$ cat config.mk
export PLATFORM = sky130hd
export DESIGN_NAME = mwire_host
export DESIGN_NICKNAME = d
export VERILOG_FILES = /design/src/rtl/mwire_host.sv
export SDC_FILE = /design/constraint.sdc
export NUM_CORES = 1
export LEC_CHECK = 0
export ABC_AREA = 1
export CORE_MARGIN = 5
export CORE_UTILIZATION = 58
export CTS_CLUSTER_SIZE = 30
export DETAILED_ROUTE_END_ITERATION = 8
export GPL_ROUTABILITY_DRIVEN = 0
export PLACE_DENSITY = 0.81
export SLEW_MARGIN = 20
export SYNTH_ARGS = -nofsm -noshare
export SYNTH_HDL_FRONTEND = slang
export SYNTH_SLANG_ARGS = --single-unit
$ cat constraint.sdc
create_clock -name clk -period 1.9 [get_ports clk]
set_input_delay 0.38 -clock clk [delete_from_list [all_inputs] [get_ports clk]]
set_output_delay 0.38 -clock clk [all_outputs]
set_load 0.02 [all_outputs]
$ cat src/rtl/mwire_host.sv
module mwire_host #(
  parameter int ADDR_W     = 6,
  parameter int DATA_W     = 16,
  parameter int DIV        = 4,
  parameter int CS_LOW_MIN = 8,
  parameter int POLL_MAX   = 4096
) (
  input  logic              clk,
  input  logic              rst_n,
  input  logic              req_valid,
  input  logic [2:0]        req_cmd,
  input  logic [ADDR_W-1:0] req_addr,
  input  logic [DATA_W-1:0] req_data,
  input  logic              auto_wen,
  output logic              ready,
  output logic              done,
  output logic              err,
  output logic [DATA_W-1:0] rd_data,
  output logic              ee_cs,
  output logic              ee_sk,
  output logic              ee_di,
  input  logic              ee_do
);
  localparam int HDR = 3 + ADDR_W;
  localparam int FW  = HDR + DATA_W;
  localparam int BW  = $clog2(FW + 1);
  localparam int HW  = $clog2(DIV + 1);
  localparam int GW  = $clog2(CS_LOW_MIN + 1);
  localparam int PW  = $clog2(POLL_MAX + 1);

  localparam logic [2:0] C_READ = 3'd0, C_WRITE = 3'd1, C_ERASE = 3'd2, C_EWEN = 3'd3,
                         C_EWDS = 3'd4, C_ERAL = 3'd5, C_WRAL = 3'd6;

  typedef enum logic [2:0] {S_IDLE, S_SHIFT, S_GAP, S_POLL, S_TAIL, S_DONE} state_t;
  state_t state;

  logic [FW-1:0]     sreg;
  logic [BW-1:0]     bitn, nbits;
  logic [HW-1:0]     hcnt;
  logic [GW-1:0]     gcnt;
  logic [PW-1:0]     pcnt;
  logic [2:0]        cur_cmd, pend_cmd, ld_cmd;
  logic [ADDR_W-1:0] pend_addr, ld_addr;
  logic [DATA_W-1:0] pend_data, ld_data;
  logic              pend, wen, err_q;

  function automatic logic is_prog(input logic [2:0] c);
    return (c == C_WRITE) || (c == C_ERASE) || (c == C_ERAL) || (c == C_WRAL);
  endfunction

  function automatic logic has_data(input logic [2:0] c);
    return (c == C_READ) || (c == C_WRITE) || (c == C_WRAL);
  endfunction

  function automatic logic [FW-1:0] frame_of(input logic [2:0] c, input logic [ADDR_W-1:0] a,
                                             input logic [DATA_W-1:0] d);
    logic [2:0]        h;
    logic [ADDR_W-1:0] af;
    logic [DATA_W-1:0] df;
    h  = 3'b100;
    af = '0;
    df = '0;
    case (c)
      C_READ:  begin h = 3'b110; af = a; end
      C_WRITE: begin h = 3'b101; af = a; df = d; end
      C_ERASE: begin h = 3'b111; af = a; end
      C_EWEN:  af[ADDR_W-1 -: 2] = 2'b11;
      C_ERAL:  af[ADDR_W-1 -: 2] = 2'b10;
      C_WRAL:  begin af[ADDR_W-1 -: 2] = 2'b01; df = d; end
      default: ;
    endcase
    return {h, af, df};
  endfunction

  wire use_en = auto_wen & ~wen & is_prog(req_cmd);
  wire tick   = (hcnt == HW'(DIV - 1));
  wire gap_end = (gcnt == GW'(CS_LOW_MIN - 1));

  always_comb begin
    if (state == S_IDLE) begin
      ld_cmd  = use_en ? C_EWEN : req_cmd;
      ld_addr = req_addr;
      ld_data = req_data;
    end else begin
      ld_cmd  = pend_cmd;
      ld_addr = pend_addr;
      ld_data = pend_data;
    end
  end

  assign ready   = (state == S_IDLE);
  assign done    = (state == S_DONE);
  assign err     = done & err_q;
  assign ee_di   = ee_cs & sreg[FW-1];

  always_ff @(posedge clk or negedge rst_n) begin
    if (!rst_n) begin
      state     <= S_IDLE;
      sreg      <= '0;
      bitn      <= '0;
      nbits     <= '0;
      hcnt      <= '0;
      gcnt      <= '0;
      pcnt      <= '0;
      cur_cmd   <= C_READ;
      pend_cmd  <= C_READ;
      pend_addr <= '0;
      pend_data <= '0;
      pend      <= 1'b0;
      wen       <= 1'b0;
      err_q     <= 1'b0;
      rd_data   <= '0;
      ee_cs     <= 1'b0;
      ee_sk     <= 1'b0;
    end else begin
      case (state)
        S_IDLE: if (req_valid) begin
          rd_data   <= '0;
          err_q     <= 1'b0;
          pend      <= use_en;
          pend_cmd  <= req_cmd;
          pend_addr <= req_addr;
          pend_data <= req_data;
          cur_cmd   <= ld_cmd;
          sreg      <= frame_of(ld_cmd, ld_addr, ld_data);
          nbits     <= has_data(ld_cmd) ? BW'(FW) : BW'(HDR);
          bitn      <= '0;
          hcnt      <= '0;
          ee_cs     <= 1'b1;
          state     <= S_SHIFT;
        end
        S_SHIFT: begin
          hcnt <= tick ? '0 : hcnt + 1'b1;
          if (tick && !ee_sk) begin
            ee_sk <= 1'b1;
            if (cur_cmd == C_READ && bitn >= BW'(HDR)) rd_data <= {rd_data[DATA_W-2:0], ee_do};
          end else if (tick) begin
            ee_sk <= 1'b0;
            if (bitn == nbits - BW'(1)) begin
              ee_cs <= 1'b0;
              gcnt  <= '0;
              state <= S_GAP;
            end else begin
              bitn <= bitn + 1'b1;
              sreg <= {sreg[FW-2:0], 1'b0};
            end
          end
        end
        S_GAP: begin
          gcnt <= gcnt + 1'b1;
          if (gap_end) begin
            if (cur_cmd == C_EWEN) wen <= 1'b1;
            if (cur_cmd == C_EWDS) wen <= 1'b0;
            if (is_prog(cur_cmd)) begin
              ee_cs <= 1'b1;
              pcnt  <= '0;
              state <= S_POLL;
            end else if (pend) begin
              pend    <= 1'b0;
              cur_cmd <= ld_cmd;
              sreg    <= frame_of(ld_cmd, ld_addr, ld_data);
              nbits   <= has_data(ld_cmd) ? BW'(FW) : BW'(HDR);
              bitn    <= '0;
              hcnt    <= '0;
              ee_cs   <= 1'b1;
              state   <= S_SHIFT;
            end else begin
              state <= S_DONE;
            end
          end
        end
        S_POLL: begin
          pcnt <= pcnt + 1'b1;
          if (ee_do || pcnt == PW'(POLL_MAX - 1)) begin
            err_q <= ~ee_do;
            ee_cs <= 1'b0;
            gcnt  <= '0;
            state <= S_TAIL;
          end
        end
        S_TAIL: begin
          gcnt <= gcnt + 1'b1;
          if (gap_end) state <= S_DONE;
        end
        default: state <= S_IDLE;
      endcase
    end
  end

  AST_SK_NEEDS_CS: assert property (@(posedge clk) disable iff (!rst_n) ee_sk |-> ee_cs);
  AST_CS_DROP_SK_LOW: assert property (@(posedge clk) disable iff (!rst_n) $fell(ee_cs) |-> !ee_sk);
  AST_NO_SK_IN_POLL: assert property (@(posedge clk) disable iff (!rst_n) (state == S_POLL) |-> !ee_sk);
  AST_DI_HOLD: assert property (@(posedge clk) disable iff (!rst_n) (ee_sk && $past(ee_sk)) |-> $stable(ee_di));
  AST_DONE_ONE: assert property (@(posedge clk) disable iff (!rst_n) done |=> !done);
  AST_IDLE_DESELECT: assert property (@(posedge clk) disable iff (!rst_n) ready |-> !ee_cs);
endmodule

==> qor.txt <==
Core box area -> 9240 µm²
Status -> finished clean
Number of fill cells -> 660
Worst-margin pin slew -> 0.447 ns
TritonCTS Buffers -> 9
Area leader, netlist -> dfrtp_1
Total number of vias -> 5102
First-pass detailed-route iteration total -> 5
Syn. warnings -> 0
Share of the synthesized area in the top cell type -> 47.3%
Max Slew Vio Count -> 0
Number of vias per cell -> 5.31
Internal power -> 0.00633 W
Sink Count -> 104
R2R Setup Slk -> 0.001 ns
Vias in the first global route -> 4946
Most frequent cells in the layout -> nand2_1, dfrtp_1, inv_1
#FFs+latches synth -> 104
Seq/Total Area, Yosys -> 47.3%
Ys flop type -> dfrtp_1
GRT Residual Overflow -> 0
Residual DRC count -> 0
Fraction of registers with async set/reset -> 100%
Avg Inst Size Synth -> 7.45 µm²
EDFF count, synth -> 0
Reg clk slew, reported paths -> 0.11 ns
Gate power share -> 56.1%
Layout cell share with drive strength beyond 1 -> 18.4%
Routed WL -> 13000 µm
Nets -> 864
Hold WC Path Type -> primary input to asynchronous set/reset pin
Die extent in x -> 107 µm
Placed insts -> 932
CP endpoint kind -> flop
Static Leakage -> 3.49 nW
Mapped Area -> 5510 µm²
TritonCTS clock tree -> built
Post-DP HPWL -> 8780 µm
Switching share of power -> 44.3%
Final setup fails -> 0
Crit. Startpoint -> hcnt[0]$_DFFE_PN0P_
Count of cell types in the netlist -> 35
Arr. time, crit path -> 2.23 ns
Max clock buf depth -> 2
Violation count after the first detailed-routing iteration -> 302
Largest net degree at the start of global routing -> 52
Total die area -> 11500 µm²
Syn Inst Count -> 739
Area added between synthesis and finish -> 28.0%
PortBufs -> 51
Gr usage total -> 22.7%
Most common cell after layout, fill and taps aside -> nand2_1
Critical path, cell by cell -> ha_2 -> inv_2 -> nor2_4 -> nand2_2 -> nor2_2 -> nor2_2 -> nand2_2 -> nor2_4 -> nand2_8 -> clkbuf_16 -> nor2_2 -> nand2_1 -> nand2_1
Hold Slack -> 0.477 ns
Most used cell, CP -> nor2_2
Wirelength per Cell -> 13.5 µm
RSZ-0062 raised after global routing -> true
Largest cells by area after synthesis -> dfrtp_1, nand2_1, o21ai_0, inv_1, nor2_1
First-pass GRT wire length -> 21400 µm
VDD IR max -> 0.999 mV
Rel. slew slack -> 70.2%
End of the worst register-to-register path -> sreg[7]$_DFFE_PN0P_
Sequential share of power -> 28.9%
Critical Path Max Stage Delay -> 0.41 ns
Area used by multi-input combinational logic -> 2670 µm²
Crit path to -> sreg[7]$_DFFE_PN0P_
NetSw -> 0.00503 W
Worst skew pair latency -> 0.39 ns
Final antenna-violating net count -> 0
Net Count, Synth -> 776
Total power -> 0.0114 W
Clock power share -> 15.0%
Setup CP Type -> flop to flop
Initial antenna violation count -> 0
Initial Utilization -> 59.6%
Final Non-Filler Cells -> 961
Sequential cell area -> 2610 µm²
Die Ht -> 107 µm
Pwr dens -> 1610 nW/µm²
CTS root buf -> clkbuf_8
Slowest stage cell on the critical path -> dfrtp_1
Max-cap violations -> 0
Period utilization -> 99.9%
Hold violation count in the final report -> 0
IO Count -> 52
Max Clock Skew -> 0.0107 ns
H-tree levels -> 3
Max Freq -> 527 MHz
Fin crit period -> 1.90 ns
Worst r2r path cells -> 13
Crit path max fanout -> 8
N_diodes -> 0
CP required -> 2.23 ns
Cell row count -> 35
Crit path launch type -> flop
RR Startpoint -> hcnt[0]$_DFFE_PN0P_
[how the worst min path moves through the flow]
stage / cells after the start / from / end
floorplan: 0 / rst_n / bitn[0]$_DFFE_PN0P_
finish: 2 / rst_n / rd_data[0]$_DFFE_PN0P_
CTS: 1 / pcnt[12]$_DFFE_PN0P_ / pcnt[12]$_DFFE_PN0P_
detailed placement: 1 / rst_n / pcnt[3]$_DFFE_PN0P_
global placement: 1 / rst_n / pcnt[1]$_DFFE_PN0P_
global route: 1 / pcnt[12]$_DFFE_PN0P_ / pcnt[12]$_DFFE_PN0P_
[synth_stat cells, types with 2 or more instances]
| master | count |
|---|---|
| o21ai_1 | 6 |
| nand2_2 | 8 |
| buf_4 | 4 |
| o21ai_0 | 68 |
| nor2_1 | 68 |
| nand2_1 | 235 |
| nand3_1 | 35 |
| buf_6 | 3 |
| inv_1 | 90 |
| nand4_1 | 5 |
| nor4_1 | 2 |
| dfrtp_1 | 104 |
| xor2_1 | 8 |
| clkbuf_1 | 14 |
| nand3b_1 | 3 |
| xnor2_1 | 2 |
| inv_2 | 5 |
| buf_2 | 4 |
| nand3_2 | 2 |
| a21oi_2 | 2 |
| ha_1 | 7 |
| o22ai_1 | 17 |
| or2_2 | 2 |
| nor2_2 | 8 |
| nor3_1 | 10 |
| a21oi_1 | 16 |
| nor2_4 | 3 |
[cell type report]
class                   count  share of cell area [%]
multi-input cells         515                    37.9
flip-flops and latches    104                    37.0
repair buffers            102                    14.2
inverters                  95                    5.17
clock buffers               9                    1.76
clock inverters             7                    1.79
well taps                 129                    2.29
[power groups by stage]
stage | Clock, W | Combinational [W] | Sequential [W]
2_1_floorplan | 0 | 0.00360 | 0.00322
3_3_place_gp | 0 | 0.00491 | 0.00326
3_5_place_dp | 0 | 0.00508 | 0.00330
4_1_cts | 0.00175 | 0.00536 | 0.00327
5_1_grt | 0.00184 | 0.00709 | 0.00335
6_report | 0.00171 | 0.00637 | 0.00328
[cell families after synthesis]
kind of cell	after synthesis	synth area share, %
compound gates	115	11.3
buf+inv	120	8.95
flops	104	47.3
xor+xnor	10	1.59
simple gates	383	29.3
fa+ha+maj	7	1.59
[per-stage QoR]
| stage | util (%) | cell area, µm² | TNS [ns] | setup WS [ns] |
|---|---|---|---|---|
| global route | 76.3 | 7050 | -1.41 | -0.0962 |
| detailed placement | 69.1 | 6390 | -6.21 | -0.334 |
| finish | 76.3 | 7050 | 0 | 0.00139 |
| global placement | 69.1 | 6390 | -5.81 | -0.300 |
| floorplan | - | 5510 | 0 | 0.0987 |
| CTS | 72.7 | 6710 | 0 | 0.00128 |
[flip-flops by register name (all words and copies together), names as in the netlist]
signal	cells
pcnt	13
hcnt	3
pend_data	16
sreg	25
wen	1
bitn	5
rd_data	16
cur_cmd	3
gcnt	4
pend	1
state	3
err_q	1
nbits	2
ee_cs	1
pend_cmd	3
ee_sk	1
pend_addr	6
[what timing repair did]
action	CTS	global route
gates resized for setup	18	77
endpoints found under the setup margin	21	50
hold endpoints to repair	29	0
pin swaps	0	18
gates cloned	1	1
setup buffers	1	9
hold buffers	1	0
[routing by layer]
| metal | global-route usage (%) | routed length, µm | up-vias | part of all wire (%) |
|---|---|---|---|---|
| met4 | 5.77 | 178 | 0 | 1.4 |
| met3 | 5.28 | 653 | 20 | 5.0 |
| met1 | 28.1 | 5490 | 2429 | 42 |
| met5 | 0 | 0 | - | 0 |
| met2 | 39.9 | 6660 | 141 | 51 |
| li1 | - | - | 2512 | - |
[critical path: cells and delay by family (launching register included)]
family,cells,cell delay (ns)
flops,1,0.41
simple gates,10,0.99
buf+inv,2,0.28
fa+ha+maj,1,0.18
(Power assumes the default switching activity.)
